<file path="config.mk">
export PLATFORM = sky130hd
export DESIGN_NAME = dma_cycle_seq
export DESIGN_NICKNAME = d
export VERILOG_FILES = /design/src/rtl/dma_seq_pkg.sv /design/src/rtl/dma_tstate_fsm.sv /design/src/rtl/dma_addr_ctr.sv /design/src/rtl/dma_rd_hold.sv /design/src/rtl/dma_cycle_seq.sv
export SDC_FILE = /design/constraint.sdc
export NUM_CORES = 1
export LEC_CHECK = 0
export BUFFER_PORTS_ARGS = -buffer_cell sky130_fd_sc_hd__buf_4
export CAP_MARGIN = 20
export CORE_MARGIN = 2
export CORE_UTILIZATION = 25
export CTS_CLUSTER_DIAMETER = 100
export DETAILED_ROUTE_END_ITERATION = 8
export PLACE_DENSITY = 0.49
export SYNTH_ARGS = -nofsm -noshare
export SYNTH_HDL_FRONTEND = slang
export SYNTH_HIERARCHICAL = 1
export SYNTH_SLANG_ARGS = --single-unit
</file>
<file path="constraint.sdc">
create_clock -name clk_i -period 4.58 [get_ports clk_i]
set_input_delay 0.229 -clock clk_i [delete_from_list [all_inputs] [get_ports clk_i]]
set_output_delay 0.229 -clock clk_i [all_outputs]
set_load 0.02 [all_outputs]
</file>
<file path="src/rtl/dma_seq_pkg.sv">
package dma_seq_pkg;
  typedef enum logic [2:0] {
    TS_IDLE = 3'd0,
    TS_T1   = 3'd1,
    TS_T2   = 3'd2,
    TS_TW   = 3'd3,
    TS_TX   = 3'd4,
    TS_T3   = 3'd5
  } tstate_e;

  typedef enum logic {
    PH_RD = 1'b0,
    PH_WR = 1'b1
  } phase_e;
endpackage

</file>
<file path="src/rtl/dma_tstate_fsm.sv">
module dma_tstate_fsm
  import dma_seq_pkg::*;
(
  input  logic    clk_i,
  input  logic    rst_ni,
  input  logic    go_i,
  input  logic    is_io_i,
  input  logic    wait_en_i,
  input  logic    wait_ni,
  output tstate_e ts_o
);
  tstate_e ts_q, ts_d;
  logic    stretch;

  assign stretch = wait_en_i && !wait_ni;

  always_comb begin
    ts_d = ts_q;
    unique case (ts_q)
      TS_IDLE: ts_d = go_i ? TS_T1 : TS_IDLE;
      TS_T1:   ts_d = TS_T2;
      TS_T2:   ts_d = is_io_i ? TS_TW : (stretch ? TS_TX : TS_T3);
      TS_TW:   ts_d = stretch ? TS_TX : TS_T3;
      TS_TX:   ts_d = stretch ? TS_TX : TS_T3;
      TS_T3:   ts_d = go_i ? TS_T1 : TS_IDLE;
      default: ts_d = TS_IDLE;
    endcase
  end

  always_ff @(posedge clk_i or negedge rst_ni) begin
    if (!rst_ni) ts_q <= TS_IDLE;
    else         ts_q <= ts_d;
  end

  assign ts_o = ts_q;

  p_io_tw_r2: assert property (@(posedge clk_i) disable iff (!rst_ni)
    (ts_q == TS_T2 && is_io_i) |=> (ts_q == TS_TW));
  p_tx_cause_r4: assert property (@(posedge clk_i) disable iff (!rst_ni)
    (ts_q == TS_TX) |-> $past(!wait_ni));
  p_no_tx_r5: assert property (@(posedge clk_i) disable iff (!rst_ni)
    (ts_q == TS_TX) |-> wait_en_i);
endmodule

</file>
<file path="src/rtl/dma_addr_ctr.sv">
module dma_addr_ctr #(
  parameter int AW = 16
) (
  input  logic          clk_i,
  input  logic          rst_ni,
  input  logic          load_i,
  input  logic [AW-1:0] load_val_i,
  input  logic          step_i,
  output logic [AW-1:0] addr_o
);
  logic [AW-1:0] addr_q;

  always_ff @(posedge clk_i or negedge rst_ni) begin
    if (!rst_ni)     addr_q <= '0;
    else if (load_i) addr_q <= load_val_i;
    else if (step_i) addr_q <= addr_q + AW'(1);
  end

  assign addr_o = addr_q;
endmodule

</file>
<file path="src/rtl/dma_rd_hold.sv">
module dma_rd_hold #(
  parameter int DW = 8
) (
  input  logic          clk_i,
  input  logic          rst_ni,
  input  logic          cap_i,
  input  logic [DW-1:0] d_i,
  output logic [DW-1:0] q_o
);
  logic [DW-1:0] q_q;

  always_ff @(posedge clk_i or negedge rst_ni) begin
    if (!rst_ni)    q_q <= '0;
    else if (cap_i) q_q <= d_i;
  end

  assign q_o = q_q;
endmodule

</file>
<file path="src/rtl/dma_cycle_seq.sv">
module dma_cycle_seq
  import dma_seq_pkg::*;
#(
  parameter int AW = 16,
  parameter int DW = 8,
  parameter int CW = 16
) (
  input  logic          clk_i,
  input  logic          rst_ni,
  input  logic          start_i,
  input  logic          src_io_i,
  input  logic          dst_io_i,
  input  logic [AW-1:0] src_addr_i,
  input  logic [AW-1:0] dst_addr_i,
  input  logic          src_inc_i,
  input  logic          dst_inc_i,
  input  logic [CW-1:0] count_i,
  input  logic          wait_en_i,
  input  logic          wait_ni,
  input  logic [DW-1:0] rd_data_i,
  output logic [AW-1:0] addr_o,
  output logic          mem_req_o,
  output logic          io_req_o,
  output logic          rd_o,
  output logic          wr_o,
  output logic [DW-1:0] data_o,
  output logic          data_oe_o,
  output logic          busy_o,
  output logic          done_o
);
  localparam int NPORT = 2;

  tstate_e       ts;
  phase_e        phase_q;
  logic [CW-1:0] rem_q;
  logic          src_io_q, dst_io_q, src_inc_q, dst_inc_q, wait_en_q;
  logic          done_q;
  logic          idle, accept, zero_len, in_t3, xfer_end, last_xfer, go, cur_io, strobe_ph;
  logic [AW-1:0] port_addr [NPORT];
  logic [AW-1:0] port_load [NPORT];
  logic          port_step [NPORT];

  assign idle      = (ts == TS_IDLE);
  assign accept    = idle && start_i;
  assign zero_len  = (count_i == '0);
  assign in_t3     = (ts == TS_T3);
  assign xfer_end  = in_t3 && (phase_q == PH_WR);
  assign last_xfer = (rem_q == CW'(1));
  assign go        = (accept && !zero_len) || (in_t3 && !(xfer_end && last_xfer));
  assign cur_io    = (phase_q == PH_WR) ? dst_io_q : src_io_q;

  always_ff @(posedge clk_i or negedge rst_ni) begin
    if (!rst_ni) begin
      phase_q   <= PH_RD;
      rem_q     <= '0;
      src_io_q  <= 1'b0;
      dst_io_q  <= 1'b0;
      src_inc_q <= 1'b0;
      dst_inc_q <= 1'b0;
      wait_en_q <= 1'b0;
      done_q    <= 1'b0;
    end else begin
      done_q <= (accept && zero_len) || (xfer_end && last_xfer);
      if (accept) begin
        phase_q   <= PH_RD;
        rem_q     <= count_i;
        src_io_q  <= src_io_i;
        dst_io_q  <= dst_io_i;
        src_inc_q <= src_inc_i;
        dst_inc_q <= dst_inc_i;
        wait_en_q <= wait_en_i;
      end else if (in_t3) begin
        phase_q <= (phase_q == PH_RD) ? PH_WR : PH_RD;
        if (phase_q == PH_WR) rem_q <= rem_q - CW'(1);
      end
    end
  end

  dma_tstate_fsm u_fsm (
    .clk_i     (clk_i),
    .rst_ni    (rst_ni),
    .go_i      (go),
    .is_io_i   (cur_io),
    .wait_en_i (wait_en_q),
    .wait_ni   (wait_ni),
    .ts_o      (ts)
  );

  assign port_load[0] = src_addr_i;
  assign port_load[1] = dst_addr_i;
  assign port_step[0] = xfer_end && src_inc_q;
  assign port_step[1] = xfer_end && dst_inc_q;

  for (genvar p = 0; p < NPORT; p++) begin : g_port
    dma_addr_ctr #(.AW(AW)) u_addr (
      .clk_i      (clk_i),
      .rst_ni     (rst_ni),
      .load_i     (accept),
      .load_val_i (port_load[p]),
      .step_i     (port_step[p]),
      .addr_o     (port_addr[p])
    );
  end

  dma_rd_hold #(.DW(DW)) u_hold (
    .clk_i  (clk_i),
    .rst_ni (rst_ni),
    .cap_i  (in_t3 && (phase_q == PH_RD)),
    .d_i    (rd_data_i),
    .q_o    (data_o)
  );

  assign strobe_ph = (ts == TS_T2) || (ts == TS_TW) || (ts == TS_TX) || in_t3;
  assign addr_o    = (phase_q == PH_WR) ? port_addr[1] : port_addr[0];
  assign mem_req_o = !idle && !cur_io;
  assign io_req_o  = !idle && cur_io;
  assign rd_o      = strobe_ph && (phase_q == PH_RD);
  assign wr_o      = strobe_ph && (phase_q == PH_WR);
  assign data_oe_o = !idle && (phase_q == PH_WR);
  assign busy_o    = !idle;
  assign done_o    = done_q;

  p_strobe_excl_r3: assert property (@(posedge clk_i) disable iff (!rst_ni)
    !(rd_o && wr_o));
  p_req_excl_r2: assert property (@(posedge clk_i) disable iff (!rst_ni)
    $onehot0({mem_req_o, io_req_o}));
  p_addr_hold_r7: assert property (@(posedge clk_i) disable iff (!rst_ni)
    ((rd_o || wr_o) && $past(rd_o || wr_o) && $past(rd_o) == rd_o) |-> $stable(addr_o));
  p_data_hold_r6: assert property (@(posedge clk_i) disable iff (!rst_ni)
    (data_oe_o && $past(data_oe_o)) |-> $stable(data_o));
  p_done_pulse_r9: assert property (@(posedge clk_i) disable iff (!rst_ni)
    done_o |=> !done_o);
  p_done_idle_r9: assert property (@(posedge clk_i) disable iff (!rst_ni)
    done_o |-> !busy_o);
endmodule

</file>
==> summary.txt, run 1 <==
Floorplan
  – Chip Width: 129 um
  – Die area: 16600 um2
  – IO Pins: 96
  – Starting density of the core: 25.6%
  – Floorplan row count: 45
  – Die H: 129 um
  – CORE AREA: 15200 um2

Critical path
  – Crit path required time: 4800 ps
  – Critical path arrival: 3080 ps
  – Setup crit end kind: flop
  – Startpoint types: flop
  – Critical path class: reg2reg
  – CP Max Fanout: 25

Detailed routing
  – Post-route ant nets: 0
  – Vias per cell: 4.82
  – Routed WL per cell: 15.6 um
  – DRC errors left: 0
  – Initial DRC count: 188
  – DRT Pass-1 Iters: 4
  – Vias: 3282
  – Post-Route WL: 10700 um

Worst hold path
  – Tightest Hold Check Type: in2async

Logic synthesis
  – Distinct cells, synth: 58
  – Mapped Area: 3890 um2
  – Most frequent cell after synthesis: nand2_1
  – Register area share after synthesis: 42.4%
  – Area leader, netlist: dfrtp_1
  – Ys async rst share: 100%
  – Top_reg_cell synth: dfrtp_1
  – Top cells by count, synth: nand2_1, dfrtp_1, o21ai_0, mux2_2
  – Yosys top cell area share: 42.4%
  – YS warnings: 6
  – Cell count after synthesis: 400
  – #FFs+latches synth: 66
  – Post-Syn Nets: 469
  – Syn_area_per_cell: 9.73 um2
  – Ranking of synthesized cells by area: dfrtp_1, nand2_1, mux2_2
  – Post-synth EDFFs: 0

CTS
  – CTS H-tree lvls: 3
  – Post-CTS Repair Setup Buffers: 0
  – CTS Buffer Depth: 2
  – # resized after CTS: 0
  – CTS tree: built
  – CTS buffer count: 9
  – Sink Count: 66
  – Post-CTS Hold Buffers: 0
  – Clock Latency Late Sink: 340 ps
  – Reg clk slew, reported paths: 50 ps
  – CTS Root Cell: clkbuf_16

Placement
  – Final GP Congestion: 0.768
  – Placed cells: 665
  – # port buffers: 95
  – Cell Area, Placed: 4760 um2
  – DP Wirelength: 7800 um

Power and ir drop
  – PD cells: 675 nW/um2
  – Final Power: 0.00341 W
  – Max VDD drop: 365 uV
  – P_leak: 2.15 nW

Cells and area
  – Fill cells: 1599
  – Layout cell share with drive strength beyond 1: 32.9%
  – Multi-input logic area: 2100 um2
  – Register area: 1650 um2
  – NumNets Final: 557
  – Post-Layout Inst Area: 5060 um2
  – Layout Cells excl Fill: 681
  – Area Growth Syn to Fin: 30.1%
  – N_diodes: 0

Global route
  – Largest net degree at the start of global routing: 67
  – First-pass GRT wire length: 17400 um
  – Total grt overflow: 0
  – Vias in the first global route: 3413
  – Initial antenna violation count: 0
  – GRT Total Usage: 13.5%

STA
  – Fin crit share: 62.4%
  – Worst Hold Margin: 3.73 ps
  – Rel. slew slack: 35.7%
  – Skew final: 8.18 ps
  – RSZ-0062 raised after global routing: false
  – Slew @ Worst Pin: 960 ps
  – Endpoints failing setup: 0
  – Final Hold Vio Count: 0
  – FMAX: 350 MHz
  – Max Slew Vio Count: 0
  – Total Neg Setup Slack: 0 ps
  – Minimum clock period after layout: 2860 ps

Job
  – Max cap viols: 0

Outcome
  – Status: completed
metal layers:
metal | global-route usage (%) | part of all wire [%] | vias to the layer above
met4 | 3.07 | 0.90 | 0
met5 | 0 | 0 | -
met3 | 4.57 | 5.8 | 7
met2 | 21.8 | 47 | 95
met1 | 17.7 | 47 | 1568
li1 | - | - | 1612
report_power, final:
group          total (W)  switching (W)  internal, W
logic            0.00147       0.000761     0.000706
clock network   0.000700       0.000249     0.000451
registers        0.00125       0.000385     0.000863
final timing paths:
| path | end | slack, ps | from | depth (start not counted) |
|---|---|---|---|---|
| worst min register to register | dst_io_q$_DFFE_PN0P_ | 480 | dst_io_q$_DFFE_PN0P_ | 2 |
| max in group asynchronous | g_port[0].u_addr/addr_o[13]$_DFFE_PN0P_ | 4010 | rst_ni | 1 |
| worst max-delay path | g_port[0].u_addr/addr_o[15]$_DFFE_PN0P_ | 1720 | phase_q$_DFFE_PN0P_ | 6 |
| worst max register to register | g_port[0].u_addr/addr_o[15]$_DFFE_PN0P_ | 1720 | phase_q$_DFFE_PN0P_ | 6 |
| min in group clk_i | src_io_q$_DFFE_PN0P_ | 90 | src_io_i | 3 |
| worst min-delay path | rem_q[13]$_DFFE_PN0P_ | 4 | rst_ni | 1 |
per-stage QoR:
step	setup slack [ps]	utilization, %
floorplan	1990	-
detailed placement	1700	31.3
CTS	1680	33.3
finish	1720	33.3
global route	1440	33.3
global placement	1810	31.3
cell usage in the layout (no fill, tap or decap), drive strengths merged, types with 4 or more instances in the layout:
cell,instances
buf,97
nand2,70
dfrtp,66
o21ai,30
mux2,25
nor2,16
xnor2,15
nand3,14
clkbuf,14
inv,13
nand4,13
nor3,11
o211ai,10
xor2,10
nor4,9
and4,8
nand2b,7
nor2b,6
a21oi,4
o311ai,4
ha,4
mux2i,4
a31oi,4
o31a,4
and3,4
final cells by class:
cell class	instances	share of cell area [%]
inverters	13	0.964
clock inverters	2	0.692
multi-input cells	301	41.5
well taps	188	4.65
clock buffers	14	5.22
flip-flops and latches	66	32.6
repair buffers	97	14.4
logic make-up after synthesis:
| logic type | count (synthesis) | share of synthesized area, % |
|---|---|---|
| adders and majority gates | 4 | 1.29 |
| and+or+nand+nor | 174 | 26.4 |
| buffers and inverters | 33 | 3.63 |
| AOI/OAI and AO/OA | 69 | 11.6 |
| DFF | 66 | 42.4 |
| muxes | 29 | 9.03 |
| xor gates and xnor gates | 25 | 5.63 |
flip-flops by register name, indices dropped and copies added, names as in the netlist, 3 cells and up:
| name | flops |
|---|---|
| g_port.u_addr/addr_o | 32 |
| rem_q | 16 |
| u_hold/q_o | 8 |
| u_fsm/ts_o | 3 |
critical path, stage by stage, from the launching register on:
cell and delay (ps):
dfrtp_1 910, and4b_1 580, and2_1 350, nand4_4 180, nor2_2 280, a31oi_1 130, o31a_1 290
No activity file was read; power rests on OpenSTA's default activity.
==> inputs of run 2 (changes only) <==
--- a/config.mk
+++ b/config.mk
@@ -5,13 +5,14 @@
 export SDC_FILE = /design/constraint.sdc
 export NUM_CORES = 1
 export LEC_CHECK = 0
+export ABC_AREA = 1
 export BUFFER_PORTS_ARGS = -buffer_cell sky130_fd_sc_hd__buf_4
 export CAP_MARGIN = 20
 export CORE_MARGIN = 2
 export CORE_UTILIZATION = 25
 export CTS_CLUSTER_DIAMETER = 100
 export DETAILED_ROUTE_END_ITERATION = 8
-export PLACE_DENSITY = 0.49
+export PLACE_DENSITY = 0.48
 export SYNTH_ARGS = -nofsm -noshare
 export SYNTH_HDL_FRONTEND = slang
 export SYNTH_HIERARCHICAL = 1
==> constraint.sdc (replaced) <==
create_clock -name clk_i -period 2.83 [get_ports clk_i]
set_input_delay 0.1415 -clock clk_i [delete_from_list [all_inputs] [get_ports clk_i]]
set_output_delay 0.1415 -clock clk_i [all_outputs]
set_load 0.02 [all_outputs]
==> run 2 against run 1 <==
  * Critical path type is now reg2out
  * Routed wire length increased by 27%
  * Largest power group unchanged
  * Clock-buffer cell count decreased by 2
  * Final area up 11%
  * Die area up 13%
==> summary.txt, run 2 <==
Power and ir drop
  – PD cells: 1090 nW/um2 (was 675 nW/um2)
  – Reg power frac: 32.7% (was 36.5%)
  – Combinational cell fraction of total power: 48.2% (was 43.0%)
  – Clock Power Share: 19.1% (was 20.5%)
  – P_leak: 2.83 nW (was 2.15 nW)
  – Int Pwr: 0.00330 W (was 0.00202 W)
  – Max VDD drop: 458 uV (was 365 uV)
  – Sw Pwr: 0.00283 W (was 0.00140 W)
  – Sw frac: 46.2% (was 40.9%)

STA
  – Final Hold Vio Count: 0 (unchanged)
  – Final worst setup slack: 679 ps (was 1720 ps)
  – RSZ-0062 raised after global routing: false (unchanged)
  – Total Neg Setup Slack: 0 ps (unchanged)
  – FMAX: 465 MHz
  – Fin crit share: 76.0%
  – Rel. slew slack: 34.1% (was 35.7%)
  – Slew @ Worst Pin: 984 ps (was 960 ps)
  – Max Slew Vio Count: 0 (unchanged)
  – Minimum clock period after layout: 2150 ps
  – Endpoints failing setup: 0 (unchanged)
  – Skew final: 8.29 ps (was 8.18 ps)

Logic synthesis
  – Area leader, netlist: dfrtp_1 (unchanged)
  – Post-synth EDFFs: 0 (unchanged)
  – #FFs+latches synth: 66 (unchanged)
  – YS warnings: 6 (unchanged)
  – Syn_area_per_cell: 6.85 um2 (was 9.73 um2)
  – Cell count after synthesis: 644 (was 400)
  – Ys async rst share: 100% (unchanged)
  – Top_reg_cell synth: dfrtp_1 (unchanged)
  – Most frequent cell after synthesis: nand2_1 (unchanged)
  – Top cells by count, synth: nand2_1, dfrtp_1, nor2_1, inv_1, nand3_1 (was nand2_1, dfrtp_1, o21ai_0, mux2_2)
  – Mapped Area: 4410 um2 (was 3890 um2)
  – Yosys top cell area share: 37.5% (was 42.4%)
  – Distinct cells, synth: 33 (was 58)
  – Ranking of synthesized cells by area: dfrtp_1, nand2_1, nand3_1 (was dfrtp_1, nand2_1, mux2_2)
  – Post-Syn Nets: 713 (was 469)
  – Register area share after synthesis: 37.5% (was 42.4%)

CTS
  – CTS H-tree lvls: 3 (unchanged)
  – Clock Latency Late Sink: 340 ps (about the same)
  – Reg clk slew, reported paths: 60 ps (was 50 ps)
  – CTS tree: built (unchanged)
  – CTS Root Cell: clkbuf_16 (unchanged)
  – CTS buffer count: 9 (unchanged)
  – CTS Buffer Depth: 2 (unchanged)
  – Post-CTS Repair Setup Buffers: 0 (unchanged)
  – Sink Count: 66 (unchanged)

Cells and area
  – Layout Cells excl Fill: 969 (was 681)
  – Area Growth Syn to Fin: 27.4% (was 30.1%)
  – Max reg flops: 32 (unchanged)
  – Most frequent cells in the layout: nand2_1, buf_4, nor2_1, dfrtp_1, inv_1 (was buf_4, nand2_1, dfrtp_1)
  – Layout cell share with drive strength beyond 1: 19.5% (was 32.9%)
  – Most common cell after layout, fill and taps aside: nand2_1 (was buf_4)
  – N_diodes: 0 (unchanged)
  – NumNets Final: 809 (was 557)
  – Fill cells: 1904 (was 1599)

Global route
  – Vias in the first global route: 4098 (was 3413)
  – First-pass GRT wire length: 21600 um (was 17400 um)
  – Total grt overflow: 0 (unchanged)
  – GRT Total Usage: 15.0% (was 13.5%)
  – Largest net degree at the start of global routing: 67 (unchanged)
  – Initial antenna violation count: 0 (unchanged)

Critical path
  – Crit path required time: 2690 ps (was 4800 ps)
  – Setup crit end kind: output pin (was flop)
  – Startpoint types: flop (unchanged)
  – Critical path class: reg2out (was reg2reg)
  – Critical path arrival: 2010 ps (was 3080 ps)
  – CP Max Fanout: 20 (was 25)

Placement
  – Placed cells: 951 (was 665)
  – DP Wirelength: 10100 um (was 7800 um)
  – # port buffers: 95 (unchanged)
  – Pre-CTS WS: 654 ps (was 1700 ps)
  – Final GP Congestion: 0.895 (was 0.768)

Floorplan
  – Die H: 137 um (was 129 um)
  – Chip Width: 137 um (was 129 um)
  – Die area: 18700 um2 (was 16600 um2)
  – Starting density of the core: 25.5% (was 25.6%)
  – Floorplan row count: 48 (was 45)
  – IO Pins: 96 (unchanged)
  – CORE AREA: 17300 um2 (was 15200 um2)

Detailed routing
  – WL met3: 531 um (was 616 um)
  – DR WL met2: 5920 um (was 4960 um)
  – Post-route ant nets: 0 (unchanged)
  – Vias: 4309 (was 3282)
  – DRC errors left: 0 (unchanged)
  – Post-Route WL: 13500 um (was 10700 um)
  – Routed length on met1: 6570 um (was 4980 um)
  – Initial DRC count: 244 (was 188)
  – Routed WL per cell: 13.9 um (was 15.6 um)
  – Highest metal used: met4 (unchanged)
  – DRT Pass-1 Iters: 4 (unchanged)
  – Vias per cell: 4.45 (was 4.82)

Outcome
  – Status: completed (unchanged)

Job
  – Max cap viols: 0 (unchanged)

Worst hold path
  – Tightest Hold Check Type: in2reg (was in2async)
## run 2: cell types whose count changed after synthesis, moves of 13 or more
cell / change
nor2_1: +52
clkbuf_1: -13
nand2_1: +177
inv_1: +47
a22oi_1: +23
nand3_1: +38
mux2_2: -17
o21ai_0: -16
## run 2: cell type report
type	count	area, um2	area share, %
inverters	71	268	4.77
repair buffers	101	763	13.6
clock inverters	3	65.1	1.16
clock buffers	12	236	4.21
multi-input cells	491	2350	41.9
well taps	225	282	5.01
flip-flops and latches	66	1650	29.4
## run 2: cell families (layout without fill, tap and decap cells)
| kind of cell | Yosys count | after routing | share of synthesized area, % |
|---|---|---|---|
| AOI/OAI and AO/OA | 73 | 73 | 10.7 |
| xor gates and xnor gates | 15 | 15 | 2.98 |
| adders and majority gates | 4 | 4 | 1.14 |
| buffers and inverters | 87 | 187 | 9.17 |
| DFF | 66 | 66 | 37.5 |
| and+or+nand+nor | 399 | 399 | 38.5 |
## run 2: what timing repair did
action                    4_1_cts  5_1_grt
hold buffers                    2        0
resized for setup               0        0
hold endpoints to repair       67        0
## run 2: metrics by stage
stage / hold slack [ps] / total power (W) / util, % / instance area (um2)
after global routing: 10.8 / 0.00666 / 32.5 / 5620
after floorplan: -154 / 0.00392 / - / 4410
after detailed placement: 336 / 0.00499 / 30.6 / 5290
final: 12.0 / 0.00614 / 32.5 / 5620
after CTS: 0.306 / 0.00620 / 32.4 / 5610
after global placement: 341 / 0.00498 / 30.6 / 5290
## run 2: path summary, 6_finish.rpt
path	cells after the start	slack, ps	startpoint	end
max in group asynchronous	2	1750	rst_ni	g_port[0].u_addr/addr_o[13]$_DFFE_PN0P_
worst min-delay path	3	10	rd_data_i[4]	u_hold/q_o[4]$_DFFE_PN0P_
worst min register to register	2	470	src_io_q$_DFFE_PN0P_	src_io_q$_DFFE_PN0P_
worst max-delay path	7	680	phase_q$_DFFE_PN0P_	io_req_o
worst max register to register	5	720	u_fsm/ts_o[2]$_DFF_PN0_	g_port[1].u_addr/addr_o[8]$_DFFE_PN0P_
min in group asynchronous	2	480	rst_ni	rem_q[2]$_DFFE_PN0P_
## run 2: power by group through the flow
stage	logic, W	clock network, W	registers, W
floorplan	0.00203	0	0.00189
global placement	0.00296	0	0.00201
detailed placement	0.00298	0	0.00201
CTS	0.00299	0.00121	0.00199
global route	0.00333	0.00125	0.00208
finish	0.00296	0.00117	0.00200
## run 2: critical path, cell delays in order (launching register included)
cell	delay (ps)
dfrtp_1	400
buf_4	210
inv_1	430
nand2_1	100
nand2_1	190
nand2_1	130
inv_1	70
buf_4	130
## run 2: metal layers
metal | global-route usage [%] | vias to the layer above
met4 | 8.36 | 0
met5 | 0 | -
met3 | 2.44 | 25
li1 | - | 2247
met2 | 22.3 | 91
met1 | 20.8 | 1946
